<file path="src/rtl/gpio48_pkg.sv">
package gpio48_pkg;
   // page select codes written to the page register
   typedef enum logic [7:0] {
      PG_ENABLE   = 8'h80,
      PG_POLARITY = 8'h40,
      PG_EVENT    = 8'hC0
   } page_e;

   localparam int unsigned OFS_SUMMARY = 6;
   localparam int unsigned OFS_PAGE    = 7;
   localparam int unsigned OFS_BANK    = 8;
   localparam int unsigned ADDR_W      = 4;
   localparam int unsigned DATA_W      = 8;
endpackage

</file>
<file path="src/rtl/gpio48_sync.sv">
module gpio48_sync #(
   parameter int unsigned W      = 48,
   parameter int unsigned STAGES = 2
) (
   input  logic         clk,
   input  logic         rst_n,
   input  logic [W-1:0] d,
   output logic [W-1:0] q
);
   logic [W-1:0] chain [STAGES];

   if (STAGES < 2) begin : g_bad_stages
      $error("gpio48_sync: STAGES must be at least 2");
   end

   always_ff @(posedge clk or negedge rst_n) begin
      if (!rst_n) begin
         for (int i = 0; i < STAGES; i++) chain[i] <= '0;
      end else begin
         chain[0] <= d;
         for (int i = 1; i < STAGES; i++) chain[i] <= chain[i-1];
      end
   end

   assign q = chain[STAGES-1];
endmodule

</file>
<file path="src/rtl/gpio48_irq_port.sv">
module gpio48_irq_port #(
   parameter int unsigned W = 8
) (
   input  logic         clk,
   input  logic         rst_n,
   input  logic [W-1:0] sync_in,
   input  logic         en_we,
   input  logic         pol_we,
   input  logic [W-1:0] wdata,
   output logic [W-1:0] en_q,
   output logic [W-1:0] pol_q,
   output logic [W-1:0] ev_q,
   output logic         pending
);
   logic [W-1:0] prev_q;
   logic [W-1:0] rise, fall, hit, en_next;

   assign rise    = sync_in & ~prev_q;
   assign fall    = ~sync_in & prev_q;
   assign hit     = (pol_q & rise) | (~pol_q & fall);
   assign en_next = en_we ? wdata : en_q;

   always_ff @(posedge clk or negedge rst_n) begin
      if (!rst_n) begin
         prev_q <= '0;
         en_q   <= '0;
         pol_q  <= '0;
         ev_q   <= '0;
      end else begin
         prev_q <= sync_in;
         if (en_we)  en_q  <= wdata;
         if (pol_we) pol_q <= wdata;
         // capture with the current enable, drop anything whose enable goes low
         ev_q <= (ev_q | (hit & en_q)) & en_next;
      end
   end

   assign pending = |ev_q;
endmodule

</file>
<file path="src/rtl/gpio48_edge_ctrl.sv">
module gpio48_edge_ctrl
   import gpio48_pkg::*;
#(
   parameter int unsigned PORTS       = 6,
   parameter int unsigned PORT_W      = 8,
   parameter int unsigned IRQ_PORTS   = 3,
   parameter int unsigned SYNC_STAGES = 2
) (
   input  logic                     clk,
   input  logic                     rst_n,
   input  logic [3:0]               bus_addr,
   input  logic                     bus_wr,
   input  logic                     bus_rd,
   input  logic [7:0]               bus_wdata,
   output logic [7:0]               bus_rdata,
   input  logic [PORTS*PORT_W-1:0]  line_in,
   output logic [PORTS*PORT_W-1:0]  line_oe,
   output logic                     irq
);
   localparam int unsigned LINES     = PORTS * PORT_W;
   localparam int unsigned IRQ_LINES = IRQ_PORTS * PORT_W;

   if (PORT_W != DATA_W) begin : g_bad_width
      $error("gpio48_edge_ctrl: PORT_W must equal the bus data width");
   end
   if (PORTS > OFS_SUMMARY) begin : g_bad_ports
      $error("gpio48_edge_ctrl: too many ports for the offset map");
   end
   if (IRQ_PORTS == 0 || IRQ_PORTS > PORTS || IRQ_PORTS > DATA_W
       || OFS_BANK + IRQ_PORTS > (1 << ADDR_W)) begin : g_bad_irq
      $error("gpio48_edge_ctrl: IRQ_PORTS out of range");
   end

   logic [PORTS-1:0][PORT_W-1:0] latch_q;
   logic [LINES-1:0]             line_s;
   page_e                        page_q;
   logic [IRQ_LINES-1:0]         en_all, pol_all, ev_all;
   logic [IRQ_PORTS-1:0]         pend;
   logic [7:0]                   rd_mux;

   // output latches
   always_ff @(posedge clk or negedge rst_n) begin
      if (!rst_n) begin
         latch_q <= '0;
      end else if (bus_wr) begin
         for (int p = 0; p < PORTS; p++)
            if (bus_addr == ADDR_W'(p)) latch_q[p] <= bus_wdata;
      end
   end
   assign line_oe = latch_q;

   // page register; unknown codes leave the selection unchanged
   always_ff @(posedge clk or negedge rst_n) begin
      if (!rst_n) begin
         page_q <= PG_EVENT;
      end else if (bus_wr && bus_addr == ADDR_W'(OFS_PAGE)) begin
         unique case (bus_wdata)
            PG_ENABLE:   page_q <= PG_ENABLE;
            PG_POLARITY: page_q <= PG_POLARITY;
            PG_EVENT:    page_q <= PG_EVENT;
            default:     page_q <= page_q;
         endcase
      end
   end

   gpio48_sync #(.W(LINES), .STAGES(SYNC_STAGES)) u_sync (
      .clk   (clk),
      .rst_n (rst_n),
      .d     (line_in),
      .q     (line_s)
   );

   for (genvar p = 0; p < IRQ_PORTS; p++) begin : g_irq_port
      logic bank_hit;
      assign bank_hit = bus_wr && (bus_addr == ADDR_W'(OFS_BANK + p));

      gpio48_irq_port #(.W(PORT_W)) u_port (
         .clk     (clk),
         .rst_n   (rst_n),
         .sync_in (line_s[p*PORT_W +: PORT_W]),
         .en_we   (bank_hit && page_q == PG_ENABLE),
         .pol_we  (bank_hit && page_q == PG_POLARITY),
         .wdata   (bus_wdata),
         .en_q    (en_all[p*PORT_W +: PORT_W]),
         .pol_q   (pol_all[p*PORT_W +: PORT_W]),
         .ev_q    (ev_all[p*PORT_W +: PORT_W]),
         .pending (pend[p])
      );
   end

   // read selection
   always_comb begin
      rd_mux = '0;
      for (int p = 0; p < PORTS; p++)
         if (bus_addr == ADDR_W'(p)) rd_mux = line_s[p*PORT_W +: PORT_W];
      if (bus_addr == ADDR_W'(OFS_SUMMARY)) rd_mux = 8'(pend);
      if (bus_addr == ADDR_W'(OFS_PAGE))    rd_mux = page_q;
      for (int p = 0; p < IRQ_PORTS; p++) begin
         if (bus_addr == ADDR_W'(OFS_BANK + p)) begin
            unique case (page_q)
               PG_ENABLE:   rd_mux = en_all[p*PORT_W +: PORT_W];
               PG_POLARITY: rd_mux = pol_all[p*PORT_W +: PORT_W];
               default:     rd_mux = ev_all[p*PORT_W +: PORT_W];
            endcase
         end
      end
   end

   always_ff @(posedge clk or negedge rst_n) begin
      if (!rst_n)      bus_rdata <= '0;
      else if (bus_rd) bus_rdata <= rd_mux;
   end

   assign irq = |pend;
endmodule

</file>
<file path="config.mk">
export PLATFORM = sky130hd
export DESIGN_NAME = gpio48_edge_ctrl
export DESIGN_NICKNAME = d
export VERILOG_FILES = /design/src/rtl/gpio48_pkg.sv /design/src/rtl/gpio48_sync.sv /design/src/rtl/gpio48_irq_port.sv /design/src/rtl/gpio48_edge_ctrl.sv
export SDC_FILE = /design/constraint.sdc
export NUM_CORES = 1
export LEC_CHECK = 0
export ABC_AREA = 1
export CORE_ASPECT_RATIO = 1.75
export CORE_UTILIZATION = 45
export DETAILED_ROUTE_END_ITERATION = 10
export GPL_ROUTABILITY_DRIVEN = 0
export GPL_TIMING_DRIVEN = 0
export PLACE_DENSITY = 0.67
export SYNTH_ARGS = -nofsm -noshare
export SYNTH_HDL_FRONTEND = slang
export SYNTH_SLANG_ARGS = --single-unit
</file>
<file path="constraint.sdc">
create_clock -name clk -period 5.3 [get_ports clk]
set_clock_uncertainty 0.1 [all_clocks]
set_input_delay 1.06 -clock clk [delete_from_list [all_inputs] [get_ports clk]]
set_output_delay 1.06 -clock clk [all_outputs]
set_load 0.03 [all_outputs]
</file>
==> tab_implementation.tex <==
\begin{tabular}{lr}
\hline
Metric & Value \\
\hline
\multicolumn{2}{l}{\textbf{Timing}} \\
\quad Post-route setup TNS & 0 ns \\
\quad Final cycle utilization of the critical path & 67.14\% \\
\quad Max Freq & 0.2810 GHz \\
\quad Final number of setup-violating endpoints & 0 \\
\quad RSZ-0062 raised after global routing & no \\
\quad Final-report hold violation count & 0 \\
\quad Final critical path time including I/O delays and setup & 3.558 ns \\
\quad Max-slew violation count & 0 \\
\quad Measured slew at the worst slew-check pin & 0.9321 ns \\
\quad Max\_slew headroom & 37.86\% \\
\quad Worst slack on hold paths & 0.2344 ns \\
\multicolumn{2}{l}{\textbf{Clock network}} \\
\quad Post-CTS Setup Repair Bufs & 0 \\
\quad H-tree levels & 1 \\
\quad CTS tree & built \\
\quad CTS clock-pin slew for the worst setup and hold paths & 0.07 ns \\
\quad Maximum root-to-sink buffer count & 3 \\
\quad Clock net sink count & 250 \\
\quad Clock Root Buffer & clkbuf\_16 \\
\quad Total clock buffers created by CTS & 24 \\
\quad Source-to-sink clock delay at the later pin of the worst-skew pair & 0.53 ns \\
\quad Hold buffers post-CTS & 0 \\
\quad CTS-repair resized insts & 0 \\
\multicolumn{2}{l}{\textbf{Synthesis}} \\
\quad Sequential cell area fraction in the yosys report & 63.93\% \\
\quad Portion of netlist area occupied by mux cells & 0\% \\
\quad Cell type contributing the most total cell area after synthesis & dfrtp\_1 \\
\quad Dominant cells by area after synthesis & dfrtp\_1, nand2\_1, o21ai\_0, inv\_1, a21oi\_1 \\
\quad Share of the synthesized area in the top cell type & 63.39\% \\
\quad Area fraction in compound gates after synthesis & 13.31\% \\
\quad Post-synthesis share of cell area spent on and, or, nand and nor gates & 16.24\% \\
\quad Yosys Warn Count & 0 \\
\quad Number of cells produced by synthesis & 990 \\
\quad Post-synth design cell area & 9789 sq um \\
\quad Average cell area after synthesis & 9.888 sq um \\
\quad Area share of xor/xnor cells in the synthesized design & 0\% \\
\quad Post-synthesis net count & 1056 \\
\quad Share of synthesized cell area in full adder, half adder and majority cells & 0.2556\% \\
\quad Main combinational cell family by area after synthesis & simple AND/OR/NAND/NOR gates \\
\quad Count of unique library cells instantiated by Yosys & 36 \\
\quad Yosys reg bits & 250 \\
\multicolumn{2}{l}{\textbf{Floorplanning}} \\
\quad X dimension of the die & 113.5 microns \\
\quad Core Region & 21410 sq um \\
\quad Core Rows & 71 \\
\quad Area enclosed by the die boundary & 22370 sq um \\
\quad Num ports & 121 \\
\quad Die Span Y & 197.1 microns \\
\quad Initial Utilization & 45.72\% \\
\multicolumn{2}{l}{\textbf{Final layout}} \\
\quad Fraction of layout cells with a size suffix above 1 & 10.32\% \\
\quad Net total in the final layout & 1203 \\
\quad Commonest non-fill, non-tap cells in the layout & dfrtp\_1, nand2\_1, o21ai\_0 \\
\quad Most common library cell in the layout ignoring fill and taps & dfrtp\_1 \\
\quad Area growth, synth to finish & 24.31\% \\
\quad Number of diodes added for antenna fixing & 0 \\
\quad Fill count & 1887 \\
\multicolumn{2}{l}{\textbf{Global routing}} \\
\quad GR Overflow Total & 0 \\
\quad Number of antenna violations at the first check in global routing & 0 \\
\quad Pin count of the biggest net entering global routing & 125 \\
\quad Via count of the first global-routing pass & 7384 \\
\quad Aggregate global-route resource usage & 24.03\% \\
\quad Global-route wire length before repair & 40280 microns \\
\multicolumn{2}{l}{\textbf{Drt}} \\
\quad Via density & 5.011 \\
\quad Routed wire length & 25840 microns \\
\quad Number of optimization iterations in the first detailed-route pass & 5 \\
\quad Average wire per cell in the routed design & 17.88 microns \\
\quad Vias post-DR & 7241 \\
\quad Drt initial violations & 525 \\
\quad Drc violations & 0 \\
\quad Remaining antenna violation count & 0 \\
\multicolumn{2}{l}{\textbf{Power}} \\
\quad Net switching share of the total power & 26.44\% \\
\quad Post-layout power & 4406 uW \\
\quad Sequential fraction of design power & 48.0\% \\
\quad Total power divided by cell area & 362.0 nW/um\^{}2 \\
\quad Proportion of power drawn by combinational gates & 14.0\% \\
\quad Static Leakage & 0.005447 uW \\
\quad Clock network power share & 38.0\% \\
\quad Net switching component of the power & 1165 uW \\
\quad Maximum vdd ir drop & 282.6 uV \\
\quad Power Internal & 3241 uW \\
\multicolumn{2}{l}{\textbf{Worst hold path}} \\
\quad Path class of the lowest-slack min-delay path & reg2reg \\
\quad Worst hold path startpoint & u\_sync.chain[89]\$\_DFF\_PN0\_ \\
\multicolumn{2}{l}{\textbf{Critical path}} \\
\quad Maximum fanout encountered on the critical timing path & 3 \\
\quad CP endpoint kind & output port \\
\quad Beginning of the critical path & g\_irq\_port[2].u\_port.ev\_q[6]\$\_DFF\_PN0\_ \\
\quad Data arrival at the endpoint of the critical path & 2.40 ns \\
\quad Worst reg2reg path startpoint & page\_q[7]\$\_DFFE\_PN1P\_ \\
\quad Category of the worst setup path launch point & flip-flop \\
\quad Critical path start-end classification & reg2out \\
\quad Req. time, crit path & 4.14 ns \\
\multicolumn{2}{l}{\textbf{Place}} \\
\quad Detailed placer's ending HPWL & 18370 microns \\
\quad PortBufs & 119 \\
\multicolumn{2}{l}{\textbf{Run}} \\
\quad Maximum Capacitance Violations & 0 \\
\multicolumn{2}{l}{\textbf{Status}} \\
\quad Run status & finished clean \\
\hline
\end{tabular}
==> synthesized netlist by cell type (all sizes together) <==
| cell | number |
|---|---|
| nand3 | 27 |
| nor3 | 1 |
| o31ai | 1 |
| nand2 | 224 |
| o22ai | 9 |
| a21oi | 54 |
| o211ai | 2 |
| o21ai | 158 |
| a21boi | 8 |
| or2 | 13 |
| clkbuf | 10 |
| inv | 118 |
| and2 | 2 |
| clkinv | 2 |
| nor2 | 75 |
| ha | 2 |
| dfstp | 2 |
| a221oi | 1 |
| buf | 18 |
| dfrtp | 248 |
| nor4 | 3 |
| nand4 | 12 |
==> worst max-delay path, cell delays in order, from the launching register on <==
cell and delay [ns]:
dfrtp_1 0.46, nor4_1 0.45, and2_1 0.22, nand3_1 0.12
clkdlybuf4s50_1 0.63
==> state kept, by name, summed over array words and instances (netlist names), 8 cells and up <==
signal,cells
u_sync.q,48
g_irq_port.u_port.en_q,24
g_irq_port.u_port.prev_q,24
g_irq_port.u_port.ev_q,24
bus_rdata,8
line_oe,48
g_irq_port.u_port.pol_q,24
u_sync.chain,48
==> power groups by stage <==
stage	sequential [uW]	combinational, uW	clock, uW
2_1_floorplan	2300	129	0
3_3_place_gp	2150	609	0
3_5_place_dp	2150	619	0
4_1_cts	2120	623	1710
5_1_grt	2130	663	1770
6_report	2120	617	1670
==> kinds of logic after synthesis <==
kind of cell    count (synthesis)
compound gates                233
simple gates                  357
fa+ha+maj                       2
flops                         250
buf+inv                       148
==> path summary, 6_finish.rpt <==
kind	endpoint	slack [ns]	cells after the start
min	u_sync.q[41]$_DFF_PN0_	0.23	0
min reg2reg	u_sync.q[41]$_DFF_PN0_	0.23	0
max reg2reg	bus_rdata[3]$_DFFE_PN0P_	2.35	10
max	irq	1.74	4
max in group asynchronous	line_oe[20]$_DFFE_PN0P_	3.54	3
min in group asynchronous	u_sync.chain[67]$_DFF_PN0_	0.28	1
==> per-layer routing <==
metal	track usage [%]	wire length [microns]
met1	27.91	9975
met2	41.24	13010
met3	3.621	1301
met4	15.30	1554
met5	0	0
==> stage by stage <==
step	utilization (%)	area [sq um]	worst slack, ns	cells
final	56.84	12170	1.742	1445
after global routing	56.84	12170	1.709	1445
after CTS	56.84	12170	1.796	1445
after detailed placement	53.28	11410	1.970	1403
after global placement	53.00	11350	-7.352	1401
after floorplan	-	9789	3.030	990
==> area by class of cell <==
cell class / count / area, sq um / share of cell area (%)
Sequential cell: 250 / 6259 / 51.43
Inverter: 120 / 455.4 / 3.743
Timing Repair Buffer: 121 / 1251 / 10.28
Clock inverter: 8 / 73.82 / 0.6066
Multi-Input combinational cell: 592 / 2918 / 23.98
Tap cell: 292 / 365.4 / 3.002
Buffer: 28 / 157.7 / 1.295
Clock buffer: 34 / 689.4 / 5.665
(Power assumes the default switching activity.)
